[src/rtl/stim_seq.sv]
module stim_seq #(
  parameter int DW      = 16,
  parameter int AW      = 9,
  parameter int AMP_MAX = 350
) (
  input  logic          clk,
  input  logic          rst_n,
  input  logic          cfg_we,
  input  logic [2:0]    cfg_addr,
  input  logic [DW-1:0] cfg_wdata,
  input  logic          enable,
  output logic          cath_en,
  output logic          anod_en,
  output logic          bal_en,
  output logic          blank,
  output logic [AW-1:0] dac_code,
  output logic          busy
);
  localparam int PW = DW + 4;

  typedef enum logic [2:0] {
    S_IDLE, S_LEAD, S_CATH, S_GAP, S_ANOD, S_BAL, S_TRAIL, S_WAIT
  } st_t;

  st_t           st, st_nx;
  logic [AW-1:0] r_amp;
  logic [DW-1:0] r_width, r_gap, r_bal, r_lead, r_trail, r_period, r_burst;
  logic [DW-1:0] dcnt, npulse, cur_len;
  logic [PW-1:0] pcnt;
  logic          bdone, dlast, evt_end, last_burst, per_ok, start_evt;
  st_t           first_st;

  wire [DW-1:0] w_len = (r_width == '0) ? DW'(1) : r_width;
  wire [DW-1:0] b_len = (r_bal == '0) ? DW'(1) : r_bal;
  wire          amp_ok = (cfg_wdata != '0) && (cfg_wdata <= DW'(AMP_MAX));

  always_ff @(posedge clk) begin
    if (!rst_n) begin
      r_amp    <= AW'(1);
      r_width  <= DW'(1);
      r_gap    <= '0;
      r_bal    <= '0;
      r_lead   <= '0;
      r_trail  <= '0;
      r_period <= '0;
      r_burst  <= '0;
    end else if (cfg_we) begin
      case (cfg_addr)
        3'd0: if (amp_ok) r_amp <= cfg_wdata[AW-1:0];
        3'd1: r_width  <= cfg_wdata;
        3'd2: r_gap    <= cfg_wdata;
        3'd3: r_bal    <= cfg_wdata;
        3'd4: r_lead   <= cfg_wdata;
        3'd5: r_trail  <= cfg_wdata;
        3'd6: r_period <= cfg_wdata;
        default: r_burst <= cfg_wdata;
      endcase
    end
  end

  always_comb begin
    case (st)
      S_LEAD:          cur_len = r_lead;
      S_CATH, S_ANOD:  cur_len = w_len;
      S_GAP:           cur_len = r_gap;
      S_BAL:           cur_len = b_len;
      S_TRAIL:         cur_len = r_trail;
      default:         cur_len = DW'(1);
    endcase
  end

  assign dlast      = (dcnt == cur_len - DW'(1));
  assign first_st   = (r_lead != '0) ? S_LEAD : S_CATH;
  assign per_ok     = (pcnt + PW'(1)) >= PW'(r_period);
  assign evt_end    = dlast && ((st == S_BAL && r_trail == '0) || st == S_TRAIL);
  assign last_burst = (r_burst != '0) && ((npulse + DW'(1)) >= r_burst);

  always_comb begin
    st_nx     = st;
    start_evt = 1'b0;
    case (st)
      S_IDLE:
        if (enable && !bdone) begin
          st_nx     = first_st;
          start_evt = 1'b1;
        end
      S_LEAD: if (dlast) st_nx = S_CATH;
      S_CATH: if (dlast) st_nx = (r_gap != '0) ? S_GAP : S_ANOD;
      S_GAP:  if (dlast) st_nx = S_ANOD;
      S_ANOD: if (dlast) st_nx = S_BAL;
      S_BAL:  if (dlast && r_trail != '0) st_nx = S_TRAIL;
      S_WAIT:
        if (!enable) st_nx = S_IDLE;
        else if (per_ok) begin
          st_nx     = first_st;
          start_evt = 1'b1;
        end
      default: ;
    endcase
    if (evt_end) begin
      if (!enable || last_burst) st_nx = S_IDLE;
      else if (per_ok) begin
        st_nx     = first_st;
        start_evt = 1'b1;
      end else st_nx = S_WAIT;
    end
  end

  always_ff @(posedge clk) begin
    if (!rst_n) begin
      st     <= S_IDLE;
      dcnt   <= '0;
      pcnt   <= '0;
      npulse <= '0;
      bdone  <= 1'b0;
    end else begin
      st   <= st_nx;
      dcnt <= (st_nx != st || evt_end) ? '0 : dcnt + DW'(1);
      if (start_evt)     pcnt <= '0;
      else if (~&pcnt)   pcnt <= pcnt + PW'(1);
      if (st == S_IDLE)  npulse <= '0;
      else if (evt_end)  npulse <= npulse + DW'(1);
      if (!enable)       bdone <= 1'b0;
      else if (evt_end && last_burst) bdone <= 1'b1;
    end
  end

  assign cath_en  = (st == S_CATH);
  assign anod_en  = (st == S_ANOD);
  assign bal_en   = (st == S_BAL);
  assign blank    = (st != S_IDLE) && (st != S_WAIT);
  assign dac_code = (cath_en || anod_en) ? r_amp : '0;
  assign busy     = (st != S_IDLE);
endmodule

[config.mk]
export PLATFORM = sky130hd
export DESIGN_NAME = stim_seq
export DESIGN_NICKNAME = d
export VERILOG_FILES = /design/src/rtl/stim_seq.sv
export SDC_FILE = /design/constraint.sdc
export NUM_CORES = 1
export LEC_CHECK = 0
export BUFFER_PORTS_ARGS = -buffer_cell sky130_fd_sc_hd__clkbuf_2
export CORE_MARGIN = 2
export CORE_UTILIZATION = 40
export DETAILED_ROUTE_END_ITERATION = 8
export PLACE_DENSITY = 0.65
export SYNTH_ARGS = -nofsm -noshare
export SYNTH_HDL_FRONTEND = slang
export SYNTH_SLANG_ARGS = --single-unit
[constraint.sdc]
create_clock -name clk -period 4.4 [get_ports clk]
set_clock_uncertainty 0.2 [all_clocks]
set_input_delay 0 -clock clk [delete_from_list [all_inputs] [get_ports clk]]
set_output_delay 0 -clock clk [all_outputs]
set_load 0.005 [all_outputs]
---- After elaboration in Yosys (flattened, before gate mapping) ----
Cells that the tools add are included.
storage, ports and cells
  bits in registers ....................... 177
  input port bits ......................... 23
  output and inout bits ................... 14
  logic and storage cells ................. 103
cells by class
  add/subtract/negate cells ............... 4
  magnitude comparators ................... 3
  eq/ne operators ......................... 16
  muxes and demuxes ....................... 25
  bitwise operators ....................... 2
  reduce and logical (&&, ||, !) cells .... 40
operator list
  kind                     count
  $pmux W16 S5             1
  $reduce_bool A16 Y1      5
  $logic_not A16 Y1        3
  $mux W3                  12
  $add A16 B1 Y16 const B  2
  $mux W16                 2
  $eq A3 B3 Y1 const B     7
  $pmux W3 S7              1
  $add A20 B1 Y20 const B  1
  $ge A20 B16 Y1           1
  $reduce_and A20 Y1       1
  $eq A16 B16 Y1           1
  $ge A16 B16 Y1           1
  $le A16 B9 Y1 const B    1
  $reduce_and A2 Y1        8
  $sub A16 B1 Y16 const B  1
  $eq A3 B2 Y1 const B     4
  $mux W9                  1
  $logic_and A1 B1 Y1      8
  $reduce_or A2 Y1         4
  $reduce_or A7 Y1         1
  $eq A3 B1 Y1 const B     2
  $logic_not A3 Y1         2
  $mux W1                  6
  9 further kinds          14

---- Logic depth before layout (Yosys ltp) ----
Gate-level depths: netlist of run 1.
  word-level depth ........................ 12
  mapped depth ............................ 20
  mapped depth without buffers ............ 17

---- Least setup slack after synthesis of run 1 ----
OpenSTA, ideal clock, no wires.
  path type ............................... reg2reg
  start point ............................. register st[0]
  end point ............................... register dcnt[14]
  library setup time ...................... 0.086 ns
  arrival ................................. 4.283 ns
  data required time ...................... 4.114 ns
  slack ................................... -0.168 ns
  stages on the path, launching flop included .. 18
  path buffers ............................ 4
  period minus slack after synthesis ...... 4.568 ns
  path through ............................ dfxtp_1 -> buf_2 -> clkbuf_1 -> clkbuf_1 -> nor3_1 -> a2111o_1 -> inv_1 -> ha_1 -> nor3b_2 -> nand3_1 -> or3_1 -> nor4_1 -> and4bb_4 -> nor4b_4 -> mux2i_1 -> nand3_2 -> buf_6 -> a211oi_1
between the ends
  word-level cells in the longest chain between the ends .. 12
  elaborated cells between the ends (all ways) .. 29
  those cells by class .................... add/sub: 1; eq/ne: 9; mux: 11; reduce/logical: 8
RTL lines
  element                                              line    RTL
  start, declared                                      25      st_t st, st_nx;
  start signal, assigned                               117     st <= st_nx;
  $eq A3 B2 Y1 / $eq A3 B3 Y1 (equally long branches)  62, 81
  $reduce_or A2 Y1                                     62      case (st)
  $pmux W16 S5                                         62
  $sub A16 B1 Y16                                      72      assign dlast = (dcnt == cur_len - DW'(1));
  $eq A16 B16 Y1                                       72
  $logic_and A1 B1 Y1                                  91      S_BAL: if (dlast && r_trail != '0) st_nx = S_TRAIL;
  $mux W3                                              91
  $pmux W3 S7                                          81      case (st)
  $mux W3                                              100     if (evt_end) begin
  $ne A3 B3 Y1                                         118     dcnt <= (st_nx != st || evt_end) ? '0 : dcnt + DW'(1);
  $logic_or A1 B1 Y1 (*)                               118
  $reduce_or A2 Y1 (no line) (*)                       n/a
  end signal, assigned                                 118
  end, declared                                        28      logic [DW-1:0] dcnt, npulse, cur_len;
Mark *: on every way between the ends. The rest lies on a longest branch, timed or not.
A chain may end at the register's enable or synchronous reset.

---- Worst setup path in the final report of run 1 ----
  start point ............................. register st[1]
  end point ............................... register dcnt[1]
Same word-level chain as after synthesis.

==> results of run 1 <==
cell usage after synthesis, types with 4 or more instances:
library cell / count / area, sq um
nand2_1: 281 / 1050
dfxtp_1: 177 / 3540
a21boi_0: 112 / 841
nor2_1: 60 / 225
inv_1: 59 / 221
clkbuf_1: 54 / 203
xor2_1: 41 / 359
nand3_1: 40 / 200
ha_1: 36 / 450
a21oi_1: 34 / 170
xnor2_1: 34 / 298
nor4_1: 31 / 194
and3_1: 28 / 175
a211oi_1: 23 / 173
nand4_1: 21 / 131
nor2b_1: 19 / 119
mux2i_1: 18 / 180
o21ai_0: 18 / 90.1
nor3_1: 12 / 60.1
and2_1: 10 / 62.6
a22o_1: 9 / 78.8
buf_2: 8 / 40.0
nand2b_1: 8 / 50.1
a221oi_1: 7 / 61.3
clkbuf_2: 7 / 35.0
mux2_2: 7 / 78.8
a21o_1: 6 / 45.0
a221o_1: 6 / 60.1
or3_1: 6 / 37.5
a31oi_1: 5 / 31.3
and4_1: 5 / 43.8
buf_6: 5 / 56.3
a31o_2: 4 / 35.0
what timing repair did:
item	in CTS	in global routing
endpoints found under the setup margin	0	52
gates resized for setup	0	41
hold buffers	23	0
hold endpoints to repair	141	0
buffers inserted	0	9
sequential cells by signal, indices dropped and copies added (netlist names):
signal / cells
r_lead: 16
r_amp: 9
pcnt: 20
r_width: 16
r_gap: 16
bdone: 1
npulse: 16
r_burst: 16
r_trail: 16
r_period: 16
st: 3
r_bal: 16
dcnt: 16
power groups by stage:
stage                     Combinational [mW]  Clock [mW]  Sequential [mW]
after floorplan                        0.589           0             1.70
after global placement                 0.879           0             1.72
after detailed placement               0.889           0             1.72
after CTS                              0.911        1.63             1.68
after global routing                    1.10        1.68             1.69
final                                   1.03        1.61             1.69
path summary, 6_finish.rpt:
kind                 from            to  slack, ns  cells after the start
max reg2reg         st[1]       dcnt[1]       0.16                     13
max                 st[1]       dcnt[1]       0.16                     13
min                cfg_we   r_width[14]       0.07                      6
min reg2reg  r_period[10]  r_period[10]       0.27                      2
per-stage QoR:
stage	total power, mW	utilization	hold slack, ns	setup TNS, ns
floorplan	2.29	-	-0.0808	0
global placement	2.60	0.437	0.121	0
detailed placement	2.61	0.437	0.138	0
CTS	4.22	0.472	0.0528	0
global route	4.48	0.484	0.125	-0.000642
finish	4.32	0.484	0.0743	0
cell type report:
class,count,share of cell area
clock inverter,13,0.0141
sequential,177,0.301
clock buffer,19,0.0383
multi-input combinational,940,0.510
inverter,60,0.0190
timing repair buffer,123,0.0828
tap,324,0.0343
per-layer routing:
metal  share of wire  vias to the layer above  GRT usage
li1                -                     4483          -
met5               0                        -          0
met3           0.059                       54     0.0337
met2            0.46                      279      0.357
met1            0.45                     4342      0.297
met4           0.024                        0     0.0780
layout by cell type (no fill, tap or decap), drive strengths merged, types with 12 or more instances in the layout:
master       synthesis  routed
a211oi              23      23
a21boi             112     112
a21oi               34      34
and3                28      28
buf                 16      63
clkbuf              61      56
dfxtp              177     177
dlygate4sd3          0      23
ha                  36      36
inv                 59      65
mux2i               18      18
nand2              281     281
nand3               41      41
nand4               23      23
nor2                60      60
nor2b               19      19
nor3                12      12
nor4                32      32
o21ai               18      18
xnor2               34      34
xor2                41      41
logic make-up after synthesis:
group                    count (synthesis)  synth area share
multiplexers                            28            0.0300
AND/OR/NAND/NOR                        542             0.258
adder cells (fa/ha/maj)                 36            0.0450
buffers and inverters                  137            0.0578
XOR/XNOR                                75            0.0657
AO/OA/AOI/OAI                          258             0.189
flip-flops                             177             0.354
critical path, stage by stage (launching register included):
cell and delay (ns):
dfxtp_4 0.42, buf_4 0.21, mux2_2 0.35, a32oi_1 0.23
nand2_1 0.14, or4_4 0.57, or4b_4 0.52, a21oi_1 0.16
and4bb_4 0.23, nor4b_4 0.29, mux2i_1 0.26, nand3_2 0.16
clkbuf_16 0.21, a211oi_2 0.21
==> run metrics, run 1 <==
fillers 2395; post-route cell area 11800 sq um; register area 3560 sq um; Hold Crit Class primary input to flop; Max Cap Viol 0; CTS tree yes; clock sinks 177; DP Worst Slack around 0.076 ns; Max rail drop VDD 0.292 mV; CP startpoint kind flop; critical path data arrival time roughly 4.4 ns; syn nets 1312; gr usage total 0.220; Avg Cell Area, Syn 7.98 sq um; Post-Syn Area 10000 sq um; DRT iter0 DRCs around 770; Multi-input gate area 6040 sq um; minimum clock period between 4 and 5 ns; Post-synth ARST share 0; largest net degree at the start of global routing 91; Flop pwr share 0.391; Slew @ Worst Pin 1.25 ns; die width 162 um; Clock Pin Slew Worst Setup and Hold Paths 0.08 ns; total gr overflow 0; Fmax 0.236 GHz; Remaining DRCs 0; Ys Warns 0; area added between synthesis and finish 18.3%; Die ar. 26300 sq um; Tcrit/Tclk final 0.963; sw frac 0.311; clock share of power 0.372; via count ~9200; later-pin clock latency in the skew report approximately 0.44 ns; # diodes 0; Final WS setup ~0.16 ns; Top-Level Pins 37; Final setup viols 0; Final ANT Viol Nets 0; drt pass-1 iters 6; first-pass GRT wire length 46.0 mm; Vias/cell around 5.5; Logic pwr share 0.238; Root Buffer clkbuf_16; quantity of I/O buffers inserted on ports 36; Pwr Density 365 nW/um^2; gpl congestion 0.970; clock buffer depth 2; Post-synth EDFFs 0; Final Hold Vio Count 0; height of the die 162 um; P_sw 1.34 mW; CP Capture Type flop; Post-Place Cell Area 10700 sq um; wirelength, routed between 20 and 30 mm; row cnt 57; Initial Utilization 0.409; worst setup path class flop to flop; static leakage 4.47 nW; CORE AREA about 24000 sq um; max-slew violations 0; initial antenna violation count 0; top_reg_cell synth dfxtp_1; WP data required between 4 and 5 ns; WL per Instance approximately 18 um; layout cell share with drive strength beyond 1 0.146; post-synthesis sequential area ratio 0.354; placed cells between 1500 and 2000; DP Wirelength 20.1 mm; Layout Cells excl Fill 1656; Seq cells post-synth around 180; TritonCTS Buffers 17; internal power 2.98 mW; synthesized instance count 1253; Slew headroom 0.166; Yosys cell types 77; Final nets 1378; vias in the first global route 8830; htree depth 4; crit path max fanout 12; status finished clean
Note: power is estimated with default switching activity, not from simulation.
==> inputs of run 2 (changes only) <==
- RECOVER_POWER: not set -> 100
==> run 2 against run 1 <==
  * Maximum frequency increased by 0.41%
  * Critical path type unchanged
  * Hold slack improved by 0.0086 ns
  * Cell area about the same
  * Sequential power about the same
  * Highest routed layer unchanged
  * Clock power about the same
  * Sequential share of layout area about the same
  * Register-to-register slack improved by 0.02 ns
  * Critical endpoint unchanged
  * Clock-buffer cell count unchanged
  * Wire length decreased by 0.13%
  * Flip-flop and latch count unchanged
==> run metrics, run 2 (same netlist as run 1, synthesis figures left out) <==
status finished clean; area added between synthesis and finish 18.2%; layout cell share with drive strength beyond 1 0.143; Top-Level Pins 37; worst setup path class flop to flop; htree depth 4; total gr overflow 0; Die ar. 26300 sq um; most frequent cells in the layout nand2_1 (280), dfxtp_1 (167), a21boi_0 (112), inv_1 (58), nor2_1 (58); # diodes 0; static leakage 4.45 nW; Root Buffer clkbuf_16; wirelength, routed 29.1 mm; register area around 3600 sq um; die width 162 um; Clock Pin Slew Worst Setup and Hold Paths roughly 0.080 ns; Tot Pwr 4.33 mW; initial antenna violation count 0; gpl congestion 0.970; setup_tns 0 ns; Layout Cells excl Fill roughly 1700; Pwr Density 366 nW/um^2; Tcrit/Tclk final 0.960; clock sinks 177; critical path data arrival time 4.38 ns; Final WS setup 0.178 ns; Final nets 1378; vias in the first global route 8830; CTS tree yes; DRT iter0 DRCs around 730; commonest non-fill, non-tap cell in the layout nand2_1; quantity of I/O buffers inserted on ports 36; CORE AREA 24500 sq um; Final setup viols 0; Max Cap Viol 0; WL per Instance 17.6 um; Final ANT Viol Nets 0; fillers 2397; first-pass GRT wire length about 46 mm; Largest register FFs 20; gr usage total 0.220; Slew @ Worst Pin about 1.5 ns; DP Wirelength ~20 mm; minimum clock period 4.22 ns; drt pass-1 iters 7; Slew headroom 0.0234; later-pin clock latency in the skew report 0.44 ns; Max rail drop VDD 0.293 mV; clock buffer depth 2; height of the die about 160 um; Vias/cell approximately 5.5; Hold Crit Class primary input to flop; WP data required 4.56 ns; crit path max fanout 14; via count 9119; CP Capture Type flop; post-route cell area 11800 sq um; DP Worst Slack 0.0762 ns; CP startpoint kind flop; max-slew violations 0; TritonCTS Buffers 17; Initial Utilization 0.409; Final Hold Vio Count 0; hold slack 0.0829 ns; Fmax 0.237 GHz; largest reg by FF count pcnt; Post-Place Cell Area 10700 sq um; largest net degree at the start of global routing 91; placed cells approximately 1600; Finished Core Util 0.483; Remaining DRCs 0; row cnt 57; Multi-input gate area slightly above 6000 sq um
-- run 2: changes by cell type in the layout (fill, tap and decap cells not counted) --
| cell | before | now |
|---|---|---|
| and2_1 | 10 | 8 |
| buf_4 | 57 | 56 |
| clkbuf_2 | 35 | 32 |
| clkbuf_1 | 0 | 4 |
| and2_0 | 0 | 2 |
-- run 2: worst max-delay path, cell delays in order (launching register included) --
cell and delay (ns):
dfxtp_4 0.35, buf_12 0.14, nor2b_4 0.14, buf_4 0.14, a22o_1 0.21, a221o_1 0.38, or4_4 0.54, or4b_4 0.52
a21oi_1 0.16, and4bb_4 0.23, nor4b_4 0.29, mux2i_1 0.26, nand3_2 0.16, clkbuf_16 0.21, a211oi_2 0.21
-- run 2: area by class of cell --
type / count / share of cell area
Multi-Input combinational cell: 940 / 0.511
Clock buffer: 19 / 0.0383
Clock inverter: 13 / 0.0141
Timing Repair Buffer: 123 / 0.0822
Inverter: 60 / 0.0191
Sequential cell: 177 / 0.301
Tap cell: 324 / 0.0343
-- run 2: worst paths after layout --
kind	start	to	slack (ns)	cells after the start
worst max-delay path	st[0]	dcnt[1]	0.18	14
worst max register to register	st[0]	dcnt[1]	0.18	14
worst min-delay path	cfg_we	r_width[12]	0.08	6
worst min register to register	r_period[10]	r_period[10]	0.27	2
-- run 2: per-layer routing --
metal | wire (um) | GRT usage | up-vias
li1 | - | - | 4484
met1 | 13600 | 0.297 | 4352
met2 | 13400 | 0.357 | 239
met3 | 1450 | 0.0337 | 44
met4 | 647 | 0.0780 | 0
met5 | 0 | 0 | -
-- run 2: report_power, final --
part	leakage (nW)	switching (mW)	internal [mW]	total, mW
Sequential	1.44	0.0487	1.64	1.69
Combinational	2.72	0.581	0.450	1.03
Clock	0.298	0.719	0.889	1.61
Total	4.45	1.35	2.98	4.33
-- run 2: timing repair --
item	4_1_cts	5_1_grt
hold buffers	23	0
resized for setup	0	41
endpoints found under the hold margin	141	0
setup buffers	0	9
setup endpoints to repair	0	52
